<file path="src/rtl/pac_pkg.sv">
`timescale 1ns/1ps
// Shared types for the port address counter.
package pac_pkg;
    // Action chosen for one clock edge, listed from lowest to highest priority.
    typedef enum logic [1:0] {
        ACT_HOLD = 2'd0,
        ACT_STEP = 2'd1,
        ACT_LOAD = 2'd2,
        ACT_ZERO = 2'd3
    } pac_act_e;
endpackage

</file>
<file path="src/rtl/pac_action_decode.sv">
`timescale 1ns/1ps
// Turns the three active-low controls into one action.
// Priority order: clear, then load, then step, then hold.
// Assumes the controls are already synchronous to the port clock.
module pac_action_decode
    import pac_pkg::*;
(
    input  logic     strobe_n,
    input  logic     step_n,
    input  logic     clear_n,
    output pac_act_e act
);
    // Priority encoder over the control inputs.
    always_comb begin
        if (!clear_n)       act = ACT_ZERO;
        else if (!strobe_n) act = ACT_LOAD;
        else if (!step_n)   act = ACT_STEP;
        else                act = ACT_HOLD;
    end
endmodule

</file>
<file path="src/rtl/pac_incr.sv">
`timescale 1ns/1ps
// Adds one to the address with a ripple chain of half adders.
// The carry out of the top bit is dropped, so all ones wraps to zero.
module pac_incr #(
    parameter int ADDR_W = 15
) (
    input  logic [ADDR_W-1:0] cur,
    output logic [ADDR_W-1:0] inc
);
    logic [ADDR_W:0] carry;

    // Carry in of one starts the increment.
    assign carry[0] = 1'b1;

    // One half adder per address bit.
    for (genvar i = 0; i < ADDR_W; i++) begin : g_bit
        assign inc[i]     = cur[i] ^ carry[i];
        assign carry[i+1] = cur[i] & carry[i];
    end
endmodule

</file>
<file path="src/rtl/pac_next_sel.sv">
`timescale 1ns/1ps
// Selects the next address value for the chosen action.
// Assumes inc is already cur plus one.
module pac_next_sel
    import pac_pkg::*;
#(
    parameter int ADDR_W = 15
) (
    input  pac_act_e          act,
    input  logic [ADDR_W-1:0] cur,
    input  logic [ADDR_W-1:0] ext,
    input  logic [ADDR_W-1:0] inc,
    output logic [ADDR_W-1:0] nxt
);
    // Four-way selection on the action.
    always_comb begin
        unique case (act)
            ACT_ZERO: nxt = '0;
            ACT_LOAD: nxt = ext;
            ACT_STEP: nxt = inc;
            default:  nxt = cur;
        endcase
    end
endmodule

</file>
<file path="src/rtl/port_addr_counter.sv">
`timescale 1ns/1ps
// Address generator for one memory port. The address is registered, so
// the address loaded, stepped, held or cleared at an edge is the one
// accessed in the cycle after that edge. Chip enables and byte selects
// are not inputs, so nothing can stop an action.
// Assumes all inputs are synchronous to clk. Reset is synchronous and
// active low.
module port_addr_counter
    import pac_pkg::*;
#(
    parameter int ADDR_W = 15
) (
    input  logic              clk,
    input  logic              rst_n,
    input  logic [ADDR_W-1:0] ext_addr,
    input  logic              strobe_n,
    input  logic              step_n,
    input  logic              clear_n,
    output logic [ADDR_W-1:0] access_addr
);
    localparam logic [ADDR_W-1:0] TOP_ADDR = {ADDR_W{1'b1}};

    pac_act_e          act;
    logic [ADDR_W-1:0] addr_q;
    logic [ADDR_W-1:0] addr_inc;
    logic [ADDR_W-1:0] addr_nxt;

    pac_action_decode u_dec (
        .strobe_n (strobe_n),
        .step_n   (step_n),
        .clear_n  (clear_n),
        .act      (act)
    );

    pac_incr #(.ADDR_W(ADDR_W)) u_inc (
        .cur (addr_q),
        .inc (addr_inc)
    );

    pac_next_sel #(.ADDR_W(ADDR_W)) u_sel (
        .act (act),
        .cur (addr_q),
        .ext (ext_addr),
        .inc (addr_inc),
        .nxt (addr_nxt)
    );

    // Address register: reset, then the selected next value.
    always_ff @(posedge clk) begin
        if (!rst_n) addr_q <= '0;
        else        addr_q <= addr_nxt;
    end

    assign access_addr = addr_q;


    reset_zero_chk: assert property (@(posedge clk)
        !rst_n |=> access_addr == '0);

    clear_zero_chk: assert property (@(posedge clk) disable iff (!rst_n)
        !clear_n |=> access_addr == '0);

    load_ext_chk: assert property (@(posedge clk) disable iff (!rst_n)
        (clear_n && !strobe_n) |=> access_addr == $past(ext_addr));

    step_plus_one_chk: assert property (@(posedge clk) disable iff (!rst_n)
        (clear_n && strobe_n && !step_n && $past(rst_n))
        |=> access_addr == ADDR_W'($past(access_addr) + 1'b1));

    hold_stable_chk: assert property (@(posedge clk) disable iff (!rst_n)
        (clear_n && strobe_n && step_n && $past(rst_n)) |=> $stable(access_addr));

    wrap_zero_chk: assert property (@(posedge clk) disable iff (!rst_n)
        (clear_n && strobe_n && !step_n && access_addr == TOP_ADDR)
        |=> access_addr == '0);
endmodule

</file>
<file path="config.mk">
export PLATFORM = sky130hd
export DESIGN_NAME = port_addr_counter
export DESIGN_NICKNAME = d
export VERILOG_FILES = /design/src/rtl/pac_pkg.sv /design/src/rtl/pac_action_decode.sv /design/src/rtl/pac_incr.sv /design/src/rtl/pac_next_sel.sv /design/src/rtl/port_addr_counter.sv
export SDC_FILE = /design/constraint.sdc
export NUM_CORES = 1
export LEC_CHECK = 0
export CORE_UTILIZATION = 54
export DETAILED_ROUTE_END_ITERATION = 16
export DONT_BUFFER_PORTS = 1
export PLACE_DENSITY = 0.8
export SLEW_MARGIN = 20
export SYNTH_ARGS = -nofsm -noshare
export SYNTH_HDL_FRONTEND = slang
export SYNTH_SLANG_ARGS = --single-unit
</file>
<file path="constraint.sdc">
create_clock -name clk -period 3 [get_ports clk]
set_input_delay 0.6 -clock clk [delete_from_list [all_inputs] [get_ports clk]]
set_output_delay 0.6 -clock clk [all_outputs]
set_load 0.02 [all_outputs]
</file>
-- Yosys cells after proc, flatten, opt, wreduce, memory -nomap -nowiden
Index checks and enable logic that the tools add are counted.
- bits in registers: 15
- input bits: 20
- output and inout bits: 15
- word-level logic and storage cells: 37
- equality and inequality tests: 3
- muxes and demuxes: 4
- bitwise gates (word level): 28
- reduce and logical (&&, ||, !) cells: 1
- operator list (cell ; count):
    15-bit case mux with 3 select lines ; 1
    1-bit XOR ; 14
    1-bit AND ; 13
    2-bit == test (second input constant) ; 2
    2-bit 2-to-1 mux ; 2
    3-bit nonzero test ; 1
    2-bit by 1-bit == test with 1-bit output (second input constant) ; 1
    1-bit 2-to-1 mux ; 1
    1-bit inverter ; 1

-- Logic depth before layout (Yosys ltp)
- depth after elaboration: 15
- depth in mapped cells: 16
- mapped depth without buffers: 16

-- Modules after synthesis
Synthesis repeated with hierarchy kept, for this count alone.
- cells, all modules: 85
- area, all modules: 1023.5 µm²
- modules (own cells, without submodules) (module ; times used ; cells an instance ; area each (µm²) ; seq. area each (µm²)):
    port_addr_counter ; 1 ; 31 ; 419.2 ; 300.3
    pac_next_sel ; 1 ; 36 ; 412.9 ; 0.0
    pac_incr ; 1 ; 15 ; 175.2 ; 0.0
    pac_action_decode ; 1 ; 3 ; 16.3 ; 0.0

-- Worst setup path after synthesis
No wires, ideal clock.
- path kind: register -> register
- from: register addr_q[0], in the netlist access_addr[0]
- to: register addr_q[14], in the netlist access_addr[14]
- library setup time: 0.139 ns
- data arrival time: 3.098 ns
- required time: 2.861 ns
- setup slack: -0.237 ns
- stages on the path, launching flop included: 17
- buffers on the path: 0
- period minus slack after synthesis: 3.237 ns
- cell sequence: dfxtp_1 > ha_1 > ha_1 > ha_1 > ha_1 > ha_1 > ha_1 > ha_1 > ha_1 > ha_1 > ha_1 > ha_1 > ha_1 > ha_1 > nor2b_1 > nor4b_1 > a311oi_1
- word-level cells in the longest chain between the ends: 15
- RTL lines (element ; RTL line ; source):
    start, declared ; port_addr_counter.sv:24 ; logic [ADDR_W-1:0] addr_q;
    start signal, assigned ; port_addr_counter.sv:51 ; else addr_q <= addr_nxt;
    1-bit AND (13 in a row) ; pac_incr.sv:18 ; assign carry[i+1] = cur[i] & carry[i];
    1-bit XOR ; pac_incr.sv:17 ; assign inc[i] = cur[i] ^ carry[i];
    15-bit case mux with 3 select lines ; pac_next_sel.sv:17 ; unique case (act)
No other way between the ends.
A chain may end at the register's enable or synchronous reset.

-- Worst setup path in the final report
Ends and elaborated chain as after synthesis.

==> reports/results.ini <==
[logic_synthesis]
synth_common_cells=nor2_1 (27), dfxtp_1 (15), ha_1 (13), nor3b_1 (13), nor4_2 (10)
synth-seq-cells=15
postSynthAreaPerCell_sq_um=9.48
synth_top_flop_cell=dfxtp_1
yosys_warnings=0
async_flop_share=0
netlist.area_leader.share=0.327
synth_area_leaders=dfxtp_1 (33%), ha_1 (18%), nor4_2 (14%)
syn_inst=97
netlist_area_sq_um=920
yosysMostFrequentCell=nor2_1
syn_nets=130
netlist.top_cell.by_area=dfxtp_1
netlist-cell-type-count=18
synth.yosys.seq_area_share=0.327
synth_enable_flop_cells=0

[timing]
fin_crit_sh=0.970
period_needed_ns=2.91
max_freq_mhz=344
clock_skew_ns=0.00467
worstMarginPinSlew_ns=0.388
relSlewSlack=0.741
final_hold_viol_count=0
rsz0062_at_grt=false
slew_violations=0
hold_slack_ns=0.410
finalSetupViolCount=0

[clock_network]
cts_sinks=15
cts_max_path_buffers=2
cts_tree=done
cts_setup_buffers=0
cts_hold_buf=0
root_buffer=clkbuf_4
cts_buffers=3
clock_latency_ns=0.29
htree_levels=1
clkTransAtPathRegs_ns=0.10

[grt]
grt.total_usage=0.241
grt_pass1_vias=755
overflow=0
grt_pass1_wl_mm=3.28
grt_max_degree=32
grt_antenna_before_repair=0

[power_and_ir_drop]
ir_worst_vdd_v=0.000259
pwr-share-comb=0.143
p_sw_mw=0.125
p_leak_nw=0.407
cellInternalPower_mw=0.289
clock_power_share=0.295
p_sw_frac=0.302
power.density_nw_per_um2=369
sequentialPowerShare=0.562
power_mw=0.415

[worst_setup_path]
cpMostUsedCell=ha_4
endpoint_kind=flop
r2r-start=access_addr[0]$_SDFFE_PN0P_
slowest_stage=dfxtp_4
worstPathRequired_ns=3.17
r2r_cells=16
critical_path_class=flop to flop
cp-start-kind=flop
crit_path_max_incr_delay_ns=0.36
r2r_end=access_addr[14]$_SDFFE_PN0P_
crit_fanout=2
path_cells=ha_4 > ha_4 > ha_4 > ha_4 > ha_4 > ha_4 > ha_4 > ha_4 > ha_4 > ha_2 > ha_2 > ha_4 > ha_4 > nor2b_4 > nor4b_2 > a311oi_1
critPathArrivalTime_ns=3.08
ff2ff_setup_slack_ns=0.09

[routing]
first_pass_iters=5
num_vias=721
wire_per_inst_um=17.8
routed_wl_mm=2.03
viasPerCell=6.32
drc=0
first_iter_violations=13
ant_nets=0

[cells_and_area]
largest_reg_flops=15
area_delta_synth_final_pct=22.0
drive_gt1_frac=0.388
diodes=0
fin_area_sq_um=1120
final_nets=132
nFillCells=122

[status]
status=complete, no violations

[hold_path]
min_from=strobe_n
hold_path.class=input pin to flop
whs_path_depth=1
holdPathEnd=access_addr[14]$_SDFFE_PN0P_

[place]
hpwl_mm=1.36
place_area_sq_um=966
numPortBuffers=0
gp_congestion=0.729

[floorplan]
die_x_um=43.3
io_pins=35
initial_utilization=0.597
dieArea_sq_um=1870
core_area_sq_um=1540
die_h_um=43.3
row_count=14

[run]
cap_violations=0

-- placed cells by master, fill, tap and decap left out, types with 2 or more instances in the layout --
| master | count |
|---|---|
| buf_4 | 4 |
| ha_2 | 2 |
| nor4_2 | 10 |
| dfxtp_1 | 13 |
| nor4_1 | 3 |
| clkbuf_4 | 3 |
| nor2_1 | 27 |
| ha_4 | 11 |
| nor3b_1 | 12 |
-- power groups by stage --
stage	Sequential, mW	Clock, mW	Combinational [mW]
floorplan	0.236	0	0.0500
global placement	0.233	0	0.0532
detailed placement	0.234	0	0.0563
CTS	0.232	0.121	0.0581
global route	0.235	0.129	0.0669
finish	0.233	0.122	0.0593
-- metrics by stage --
step / setup WS (ns) / utilization / TNS [ns] / std cells
6_report: 0.0905 / 0.728 / 0 / 114
5_1_grt: 0.00589 / 0.728 / 0 / 114
4_1_cts: 0.00353 / 0.699 / 0 / 114
3_5_place_dp: -0.108 / 0.627 / -0.185 / 110
3_3_place_gp: -0.0456 / 0.627 / -0.0592 / 110
2_1_floorplan: 0.0117 / - / 0 / 97
-- what timing repair did --
| action | in CTS | in global routing |
|---|---|---|
| pin swaps | 2 | 2 |
| endpoints found under the setup margin | 2 | 2 |
| resized for setup | 13 | 5 |
| hold endpoints to repair | 0 | 0 |
-- per-layer routing --
layer  routed length, um  global-route usage
met5                   0                   0
met1                 792               0.272
met2                1120               0.430
met4                  35               0.127
met3                  77              0.0298
-- layout make-up --
cell class                      count  area (sq um)  area share
Clock buffer                        3          22.5      0.0201
Clock inverter                      1          5.00     0.00446
Multi-Input combinational cell     75           739       0.659
Sequential cell                    15           305       0.272
Tap cell                           16          20.0      0.0178
Timing Repair Buffer                4          30.0      0.0268
-- cells by family after synthesis --
group | Yosys count | synth area share
simple gates | 58 | 0.414
xor+xnor | 1 | 0.00953
buf+inv | 7 | 0.0449
mux | 1 | 0.0109
fa+ha+maj | 13 | 0.177
flops | 15 | 0.327
compound gates | 2 | 0.0177
-- how the worst max path moves through the flow --
| stage | end | start | slack [ns] | cells after the start |
|---|---|---|---|---|
| 2_1_floorplan | access_addr[14]$_SDFFE_PN0P_ | access_addr[0]$_SDFFE_PN0P_ | 0.01 | 16 |
| 3_3_place_gp | access_addr[14]$_SDFFE_PN0P_ | access_addr[0]$_SDFFE_PN0P_ | -0.05 | 16 |
| 3_5_place_dp | access_addr[14]$_SDFFE_PN0P_ | access_addr[0]$_SDFFE_PN0P_ | -0.11 | 16 |
| 4_1_cts | access_addr[14]$_SDFFE_PN0P_ | access_addr[0]$_SDFFE_PN0P_ | 0.004 | 16 |
| 5_1_grt | access_addr[14]$_SDFFE_PN0P_ | access_addr[0]$_SDFFE_PN0P_ | 0.006 | 16 |
| 6_report | access_addr[14]$_SDFFE_PN0P_ | access_addr[0]$_SDFFE_PN0P_ | 0.09 | 16 |
-- worst max-delay path, delay by kind of cell, from the launching register on --
kind                       cells  cell delay, ns
DFF                            1            0.36
AOI/OAI and AO/OA              1            0.06
adders and majority gates     13            2.05
and+or+nand+nor                2            0.31
No activity file was read; power rests on OpenSTA's default activity.
